--- config.mk ---
export PLATFORM = sky130hd
export DESIGN_NAME = clkgen_strap_gate
export DESIGN_NICKNAME = d
export VERILOG_FILES = /design/src/rtl/clkgen_strap_pkg.sv /design/src/rtl/clkgen_strap_latch.sv /design/src/rtl/clkgen_stop_sync.sv /design/src/rtl/clkgen_gate_bank.sv /design/src/rtl/clkgen_strap_gate.sv
export SDC_FILE = /design/constraint.sdc
export NUM_CORES = 1
export LEC_CHECK = 0
export BUFFER_PORTS_ARGS = -buffer_cell sky130_fd_sc_hd__buf_2
export CORE_AREA = 4 4 53 55
export CTS_CLUSTER_SIZE = 12
export DETAILED_ROUTE_END_ITERATION = 6
export DIE_AREA = 0 0 57 59
export PLACE_DENSITY_LB_ADDON = 0.12
export SYNTH_ARGS = -nofsm -noshare
export SYNTH_HDL_FRONTEND = slang
export SYNTH_HIERARCHICAL = 1
export SYNTH_SLANG_ARGS = --single-unit
--- constraint.sdc ---
create_clock -name clk -period 6.5 [get_ports clk]
set_input_delay 1.3 -clock clk [delete_from_list [all_inputs] [get_ports clk]]
set_output_delay 1.3 -clock clk [all_outputs]
set_load 0.005 [all_outputs]
--- src/rtl/clkgen_strap_pkg.sv ---
package clkgen_strap_pkg;

    localparam int FS_W   = 3;
    localparam int CODE_W = 4;

    typedef struct packed {
        logic [FS_W-1:0] fs;
        logic            mode;
        logic            mem_src;
        logic            vlvl;
    } strap_t;

    localparam strap_t STRAP_DEFAULT = '{fs: '0, mode: 1'b1, mem_src: 1'b1, vlvl: 1'b0};

    typedef enum logic [1:0] {
        GRP_PLAIN = 2'd0,
        GRP_CPU   = 2'd1,
        GRP_PCI   = 2'd2
    } stop_grp_e;

    function automatic logic [CODE_W-1:0] pick_code(
        input logic              sw_sel,
        input logic [CODE_W-1:0] sw_code,
        input logic [FS_W-1:0]   hw_code
    );
        logic [CODE_W-1:0] r;
        if (sw_sel) r = sw_code;
        else        r = CODE_W'(hw_code);
        return r;
    endfunction

endpackage

--- src/rtl/clkgen_strap_latch.sv ---
module clkgen_strap_latch
    import clkgen_strap_pkg::*;
(
    input  logic   clk,
    input  logic   rst,
    input  strap_t pads_i,
    output strap_t strap_o,
    output logic   done_o
);

    // One-shot capture on the first edge out of reset; frozen afterwards.
    always_ff @(posedge clk) begin
        if (rst) begin
            strap_o <= STRAP_DEFAULT;
            done_o  <= 1'b0;
        end else if (!done_o) begin
            strap_o <= pads_i;
            done_o  <= 1'b1;
        end
    end

endmodule

--- src/rtl/clkgen_stop_sync.sv ---
module clkgen_stop_sync (
    input  logic clk,
    input  logic rst,
    input  logic req_i,
    input  logic ph_i,
    output logic stopped_o
);

    // State may only change on an edge where the raw clock is low.
    always_ff @(posedge clk) begin
        if (rst)        stopped_o <= 1'b0;
        else if (!ph_i) stopped_o <= req_i;
    end

endmodule

--- src/rtl/clkgen_gate_bank.sv ---
module clkgen_gate_bank #(
    parameter int N = 4
) (
    input  logic [N-1:0] en_i,
    input  logic         allow_i,
    input  logic         stop_i,
    output logic [N-1:0] run_o
);

    logic pass;

    assign pass = allow_i & ~stop_i;

    for (genvar i = 0; i < N; i++) begin : g_bit
        assign run_o[i] = en_i[i] & pass;
    end

endmodule

--- src/rtl/clkgen_strap_gate.sv ---
module clkgen_strap_gate
    import clkgen_strap_pkg::*;
#(
    parameter int N_CPU = 4,
    parameter int N_PCI = 5,
    parameter int N_MEM = 12,
    parameter int N_AGP = 2,
    parameter int N_REF = 2
) (
    input  logic              clk,
    input  logic              rst,
    input  logic [FS_W-1:0]   pad_fs_i,
    input  logic              pad_mode_i,
    input  logic              pad_memsrc_i,
    input  logic              pad_vlvl_i,
    input  logic              pad_dual_a_i,
    input  logic              pad_dual_b_i,
    input  logic              sw_sel_i,
    input  logic [CODE_W-1:0] sw_code_i,
    input  logic              tri_all_i,
    input  logic [N_CPU-1:0]  en_cpu_i,
    input  logic [N_PCI-1:0]  en_pci_i,
    input  logic              en_pcif_i,
    input  logic [N_MEM-1:0]  en_mem_i,
    input  logic [N_AGP-1:0]  en_agp_i,
    input  logic [N_REF-1:0]  en_ref_i,
    input  logic              cpu_ph_i,
    input  logic              pci_ph_i,
    output logic              latch_done_o,
    output logic              mode_o,
    output logic              mem_src_o,
    output logic              vlvl_o,
    output logic [CODE_W-1:0] freq_code_o,
    output logic [N_CPU-1:0]  cpu_run_o,
    output logic              cpu_oe_o,
    output logic [N_PCI-1:0]  pci_run_o,
    output logic              pci_oe_o,
    output logic              pcif_run_o,
    output logic [N_MEM-1:0]  mem_run_o,
    output logic [N_MEM-1:0]  mem_oe_o,
    output logic [N_AGP-1:0]  agp_run_o,
    output logic              agp_oe_o,
    output logic [N_REF-1:0]  ref_run_o,
    output logic              ref_oe_o,
    output logic [1:0]        fix_oe_o
);

    // The two highest memory indices share pins with the stop inputs.
    localparam int IDX_CPU_STOP = N_MEM - 1;
    localparam int IDX_PCI_STOP = N_MEM - 2;

    strap_t pads;
    strap_t strap;
    logic   done;
    logic   drive_ok;
    logic   cpu_req;
    logic   pci_req;
    logic   cpu_stopped;
    logic   pci_stopped;
    logic [1:0] fix_oe;

    assign pads = '{fs: pad_fs_i, mode: pad_mode_i, mem_src: pad_memsrc_i, vlvl: pad_vlvl_i};

    clkgen_strap_latch u_latch (
        .clk    (clk),
        .rst    (rst),
        .pads_i (pads),
        .strap_o(strap),
        .done_o (done)
    );

    assign drive_ok = done & ~tri_all_i;

    // Stop requests exist only when the dual pins were latched as inputs.
    assign cpu_req = done & ~strap.mode & ~pad_dual_a_i;
    assign pci_req = done & ~strap.mode & ~pad_dual_b_i;

    clkgen_stop_sync u_cpu_stop (
        .clk      (clk),
        .rst      (rst),
        .req_i    (cpu_req),
        .ph_i     (cpu_ph_i),
        .stopped_o(cpu_stopped)
    );

    clkgen_stop_sync u_pci_stop (
        .clk      (clk),
        .rst      (rst),
        .req_i    (pci_req),
        .ph_i     (pci_ph_i),
        .stopped_o(pci_stopped)
    );

    clkgen_gate_bank #(.N(N_CPU)) u_cpu_gate (
        .en_i   (en_cpu_i),
        .allow_i(drive_ok),
        .stop_i (cpu_stopped),
        .run_o  (cpu_run_o)
    );

    clkgen_gate_bank #(.N(N_PCI)) u_pci_gate (
        .en_i   (en_pci_i),
        .allow_i(drive_ok),
        .stop_i (pci_stopped),
        .run_o  (pci_run_o)
    );

    clkgen_gate_bank #(.N(1)) u_pcif_gate (
        .en_i   (en_pcif_i),
        .allow_i(drive_ok),
        .stop_i (1'b0),
        .run_o  (pcif_run_o)
    );

    clkgen_gate_bank #(.N(N_AGP)) u_agp_gate (
        .en_i   (en_agp_i),
        .allow_i(drive_ok),
        .stop_i (1'b0),
        .run_o  (agp_run_o)
    );

    clkgen_gate_bank #(.N(N_REF)) u_ref_gate (
        .en_i   (en_ref_i),
        .allow_i(drive_ok),
        .stop_i (1'b0),
        .run_o  (ref_run_o)
    );

    // Memory outputs: dual-use indices drive only when mode latched high.
    for (genvar i = 0; i < N_MEM; i++) begin : g_mem
        if (i == IDX_CPU_STOP || i == IDX_PCI_STOP) begin : g_dual
            assign mem_oe_o[i] = drive_ok & strap.mode;
        end else begin : g_plain
            assign mem_oe_o[i] = drive_ok;
        end
        assign mem_run_o[i] = en_mem_i[i] & mem_oe_o[i];
    end

    assign fix_oe = {2{drive_ok}};

    assign cpu_oe_o     = drive_ok;
    assign pci_oe_o     = drive_ok;
    assign agp_oe_o     = drive_ok;
    assign ref_oe_o     = drive_ok;
    assign fix_oe_o     = fix_oe;
    assign latch_done_o = done;
    assign mode_o       = strap.mode;
    assign mem_src_o    = strap.mem_src;
    assign vlvl_o       = strap.vlvl;
    assign freq_code_o  = pick_code(sw_sel_i, sw_code_i, strap.fs);

endmodule

==> metrics.log <==
INFO  metric maximum_vdd_drop = approximately 0.00012 V
INFO  metric leakagePower = roughly 0.8 nW
INFO  metric vias = around 850
INFO  metric finalCritPeriodShare = 0.6326
INFO  metric kind_of_cell_adding_the_most_delay_to_the_critical_path = simple AND/OR/NAND/NOR gates
INFO  metric io-pin-count = 96
INFO  metric worstSetupEndpointType = output port
INFO  metric syn-cell-area = slightly below 800 µm²
INFO  metric cts.sinks = 9
INFO  metric required_time_of_the_critical_path = around 5.2 ns
INFO  metric final_setup_violation_count = 0
INFO  metric netlist-cell-type-count = 15
INFO  metric timing.critical_path.arrival = between 2 and 3 ns
INFO  metric portion_of_the_post_synthesis_area_used_by_sequential_elements = 0.2341
INFO  metric num_rows = 18
INFO  metric finalWorstPathRequiredPeriod = around 4 ns
INFO  metric drc = 0
INFO  metric multi_input_area = 446.7 µm²
INFO  metric holdCritPathClass = flop to flop
INFO  metric drt_wl_total = roughly 2100 µm
INFO  metric wl_per_cell = about 11 µm
INFO  metric max_slew.worst_pin.slew = approximately 1.2 ns
INFO  metric chipWidth = roughly 57 µm
INFO  metric dp_slack = roughly 2.3 ns
INFO  metric htree_num_levels = 1
INFO  metric grt_util_all_layers = 0.1119
INFO  metric whs_path_depth = 2
INFO  metric cpMostUsedCell = sky130_fd_sc_hd__buf_2
INFO  metric setup_total_negative_slack = 0 ns
INFO  metric n_diodes = 0
INFO  metric drt_iter0_drc = 18
INFO  metric cts-buffers-inserted = 3
INFO  metric drv_cap = 0
INFO  metric ff2ff_path_depth = 3
INFO  metric antenna_violations_before_repair = 0
INFO  metric port_buffers = 95
INFO  metric floorplan.core_area = between 2000 and 2500 µm²
INFO  metric ys.warnings.count = 6
INFO  metric total_power = around 150 µW
INFO  metric critical_path.cell_chain = buf_2 -> nor2b_1 -> and3b_1 -> buf_2
INFO  metric grt_max_degree = 31
INFO  metric die_height = a little under 60 µm
INFO  metric timing.critical_path.buf_inv = 2
INFO  metric cts_setup_buffers = 0
INFO  metric cpPeakStageDelay = ~0.94 ns
INFO  metric dp.final_hpwl = 1800 µm
INFO  metric clk_pin_slew_worst_paths = ~0.06 ns
INFO  metric clk-insertion-delay-late = 0.25 ns
INFO  metric clock.fmax = 243.2 MHz
INFO  metric cellPowerDensity = 126.6 nW/µm²
INFO  metric finalMaxSlewViolations = 0
INFO  metric share_of_final_layout_standard_cells_stronger_than_drive_strength_1 = 0.6646
INFO  metric cts_root_buf = sky130_fd_sc_hd__clkbuf_4
INFO  metric clock_skew = between 0.005 and 0.006 ns
INFO  metric area.sequential = approximately 180 µm²
INFO  metric final_net_count = 209
INFO  metric final_hold_violating_endpoints = 0
INFO  metric area_growth_syn_to_layout = 52.03%
INFO  metric synth-seq-cells = 9
INFO  metric floorplan.initialDensity = 0.3223
INFO  metric post_synth_inst_count = 80
INFO  metric tritoncts = yes
INFO  metric worstPathMaxFanout = 30
INFO  metric setup.worst_path.class = input port to output port
INFO  metric layout.filler_cells = 246
INFO  metric crit_cells = 4
INFO  metric worst_path_max_delay_cell = sky130_fd_sc_hd__nor2b_1
INFO  metric grt_remaining_overflow = 0
INFO  metric grt_pass1_vias = between 700 and 800
INFO  metric status = completed
INFO  metric syn_avg_cell_area = about 9.6 µm²
INFO  metric die_area = roughly 3400 µm²
INFO  metric grt_first_pass_wirelength = around 3000 µm
INFO  metric rsz0062_at_grt = no
INFO  metric worst_slew_margin_rel = 0.1876
INFO  metric route.antenna.remaining_nets = 0
INFO  metric ctsHoldBuffers = 0
INFO  metric place_congestion = a little over 0.7
INFO  metric quantity_of_gates_resized_following_cts = 0
INFO  metric drt_pass1_iterations = 4
INFO  metric timing.critical_path.from_type = input port
INFO  metric max-clock-path-buffers = 2
INFO  metric vias_per_cell = between 4 and 5
INFO  metric layout_setup_ws = roughly 2.4 ns
path summary, 6_finish.rpt:
path,endpoint,from,slack [ns]
hold / removal,u_latch/strap_o[1]$_SDFFE_PP1N_,u_latch/strap_o[1]$_SDFFE_PP1N_,0.48
setup reg to reg,u_cpu_stop/stopped_o$_SDFFE_PP0N_,u_latch/done_o$_DFF_P_,5.19
setup / recovery,pci_run_o[1],tri_all_i,2.39
hold reg to reg,u_latch/strap_o[1]$_SDFFE_PP1N_,u_latch/strap_o[1]$_SDFFE_PP1N_,0.48
state kept, by name, summed over array words and instances, names as in the netlist:
register / flops
u_cpu_stop/stopped_o: 1
u_latch/done_o: 1
u_latch/strap_o: 6
u_pci_stop/stopped_o: 1
cell usage after synthesis:
cell type	n	share of area
sky130_fd_sc_hd__and3b_1	21	0.24
sky130_fd_sc_hd__buf_4	16	0.16
sky130_fd_sc_hd__dfxtp_1	9	0.23
sky130_fd_sc_hd__mux2i_1	8	0.10
sky130_fd_sc_hd__nor2_1	6	0.029
sky130_fd_sc_hd__and3b_2	4	0.052
sky130_fd_sc_hd__buf_6	3	0.044
sky130_fd_sc_hd__mux2_2	3	0.044
sky130_fd_sc_hd__and4b_2	2	0.029
sky130_fd_sc_hd__nand2_1	2	0.0098
sky130_fd_sc_hd__nor3b_2	2	0.033
sky130_fd_sc_hd__and2_1	1	0.0081
sky130_fd_sc_hd__conb_1	1	0.0049
sky130_fd_sc_hd__inv_1	1	0.0049
sky130_fd_sc_hd__nor2b_1	1	0.0081
per-layer routing:
layer  part of all wire  track usage
met1               0.32       0.1104
met3               0.13      0.03486
met4             0.0080      0.03974
met5                  0            0
met2               0.54       0.2186
power by group:
group / internal, mW / total (mW) / switching, mW
clock network: 0.0236 / 0.0418 / 0.0182
logic: 0.0278 / 0.0446 / 0.0168
registers: 0.0579 / 0.0616 / 0.00370
stage by stage:
stage | hold WS, ns | std cells | cell area (µm²) | util
final | 0.4807 | 194 | 1170 | 0.4900
after global routing | 0.5365 | 194 | 1170 | 0.4900
after CTS | 0.4902 | 194 | 1170 | 0.4900
after detailed placement | 0.4726 | 190 | 1144 | 0.4790
after global placement | 0.4510 | 190 | 1144 | 0.4790
after floorplan | 0.4593 | 84 | 784.5 | -
cell type report:
| class | count | share of cell area |
|---|---|---|
| Timing Repair Buffer | 95 | 0.4064 |
| Multi-Input combinational cell | 55 | 0.3818 |
| Sequential cell | 9 | 0.1540 |
| Tap cell | 30 | 0.03209 |
| Clock buffer | 4 | 0.02246 |
| Inverter | 1 | 0.003209 |
cell usage in the layout (no fill, tap or decap):
| cell type | count |
|---|---|
| sky130_fd_sc_hd__and2_1 | 1 |
| sky130_fd_sc_hd__and3b_1 | 21 |
| sky130_fd_sc_hd__and3b_2 | 4 |
| sky130_fd_sc_hd__and4b_2 | 2 |
| sky130_fd_sc_hd__buf_2 | 95 |
| sky130_fd_sc_hd__clkbuf_1 | 1 |
| sky130_fd_sc_hd__clkbuf_4 | 3 |
| sky130_fd_sc_hd__conb_1 | 5 |
| sky130_fd_sc_hd__dfxtp_1 | 9 |
| sky130_fd_sc_hd__inv_1 | 1 |
| sky130_fd_sc_hd__mux2_2 | 3 |
| sky130_fd_sc_hd__mux2i_1 | 8 |
| sky130_fd_sc_hd__nand2_1 | 2 |
| sky130_fd_sc_hd__nor2_1 | 6 |
| sky130_fd_sc_hd__nor2b_1 | 1 |
| sky130_fd_sc_hd__nor3b_2 | 2 |
worst register-to-register path, stage by stage (launching register included):
cell                      delay, ns
sky130_fd_sc_hd__dfxtp_1       0.80
sky130_fd_sc_hd__nor3b_2       0.27
sky130_fd_sc_hd__mux2i_1       0.08
sky130_fd_sc_hd__nor2_1        0.09
kinds of logic after synthesis:
| kind of cell | share of synthesized area |
|---|---|
| DFF | 0.2341 |
| other | 0.004873 |
| buffers and inverters | 0.2049 |
| and+or+nand+nor | 0.4081 |
| muxes | 0.1480 |
Power figures use the tool's default switching activity.
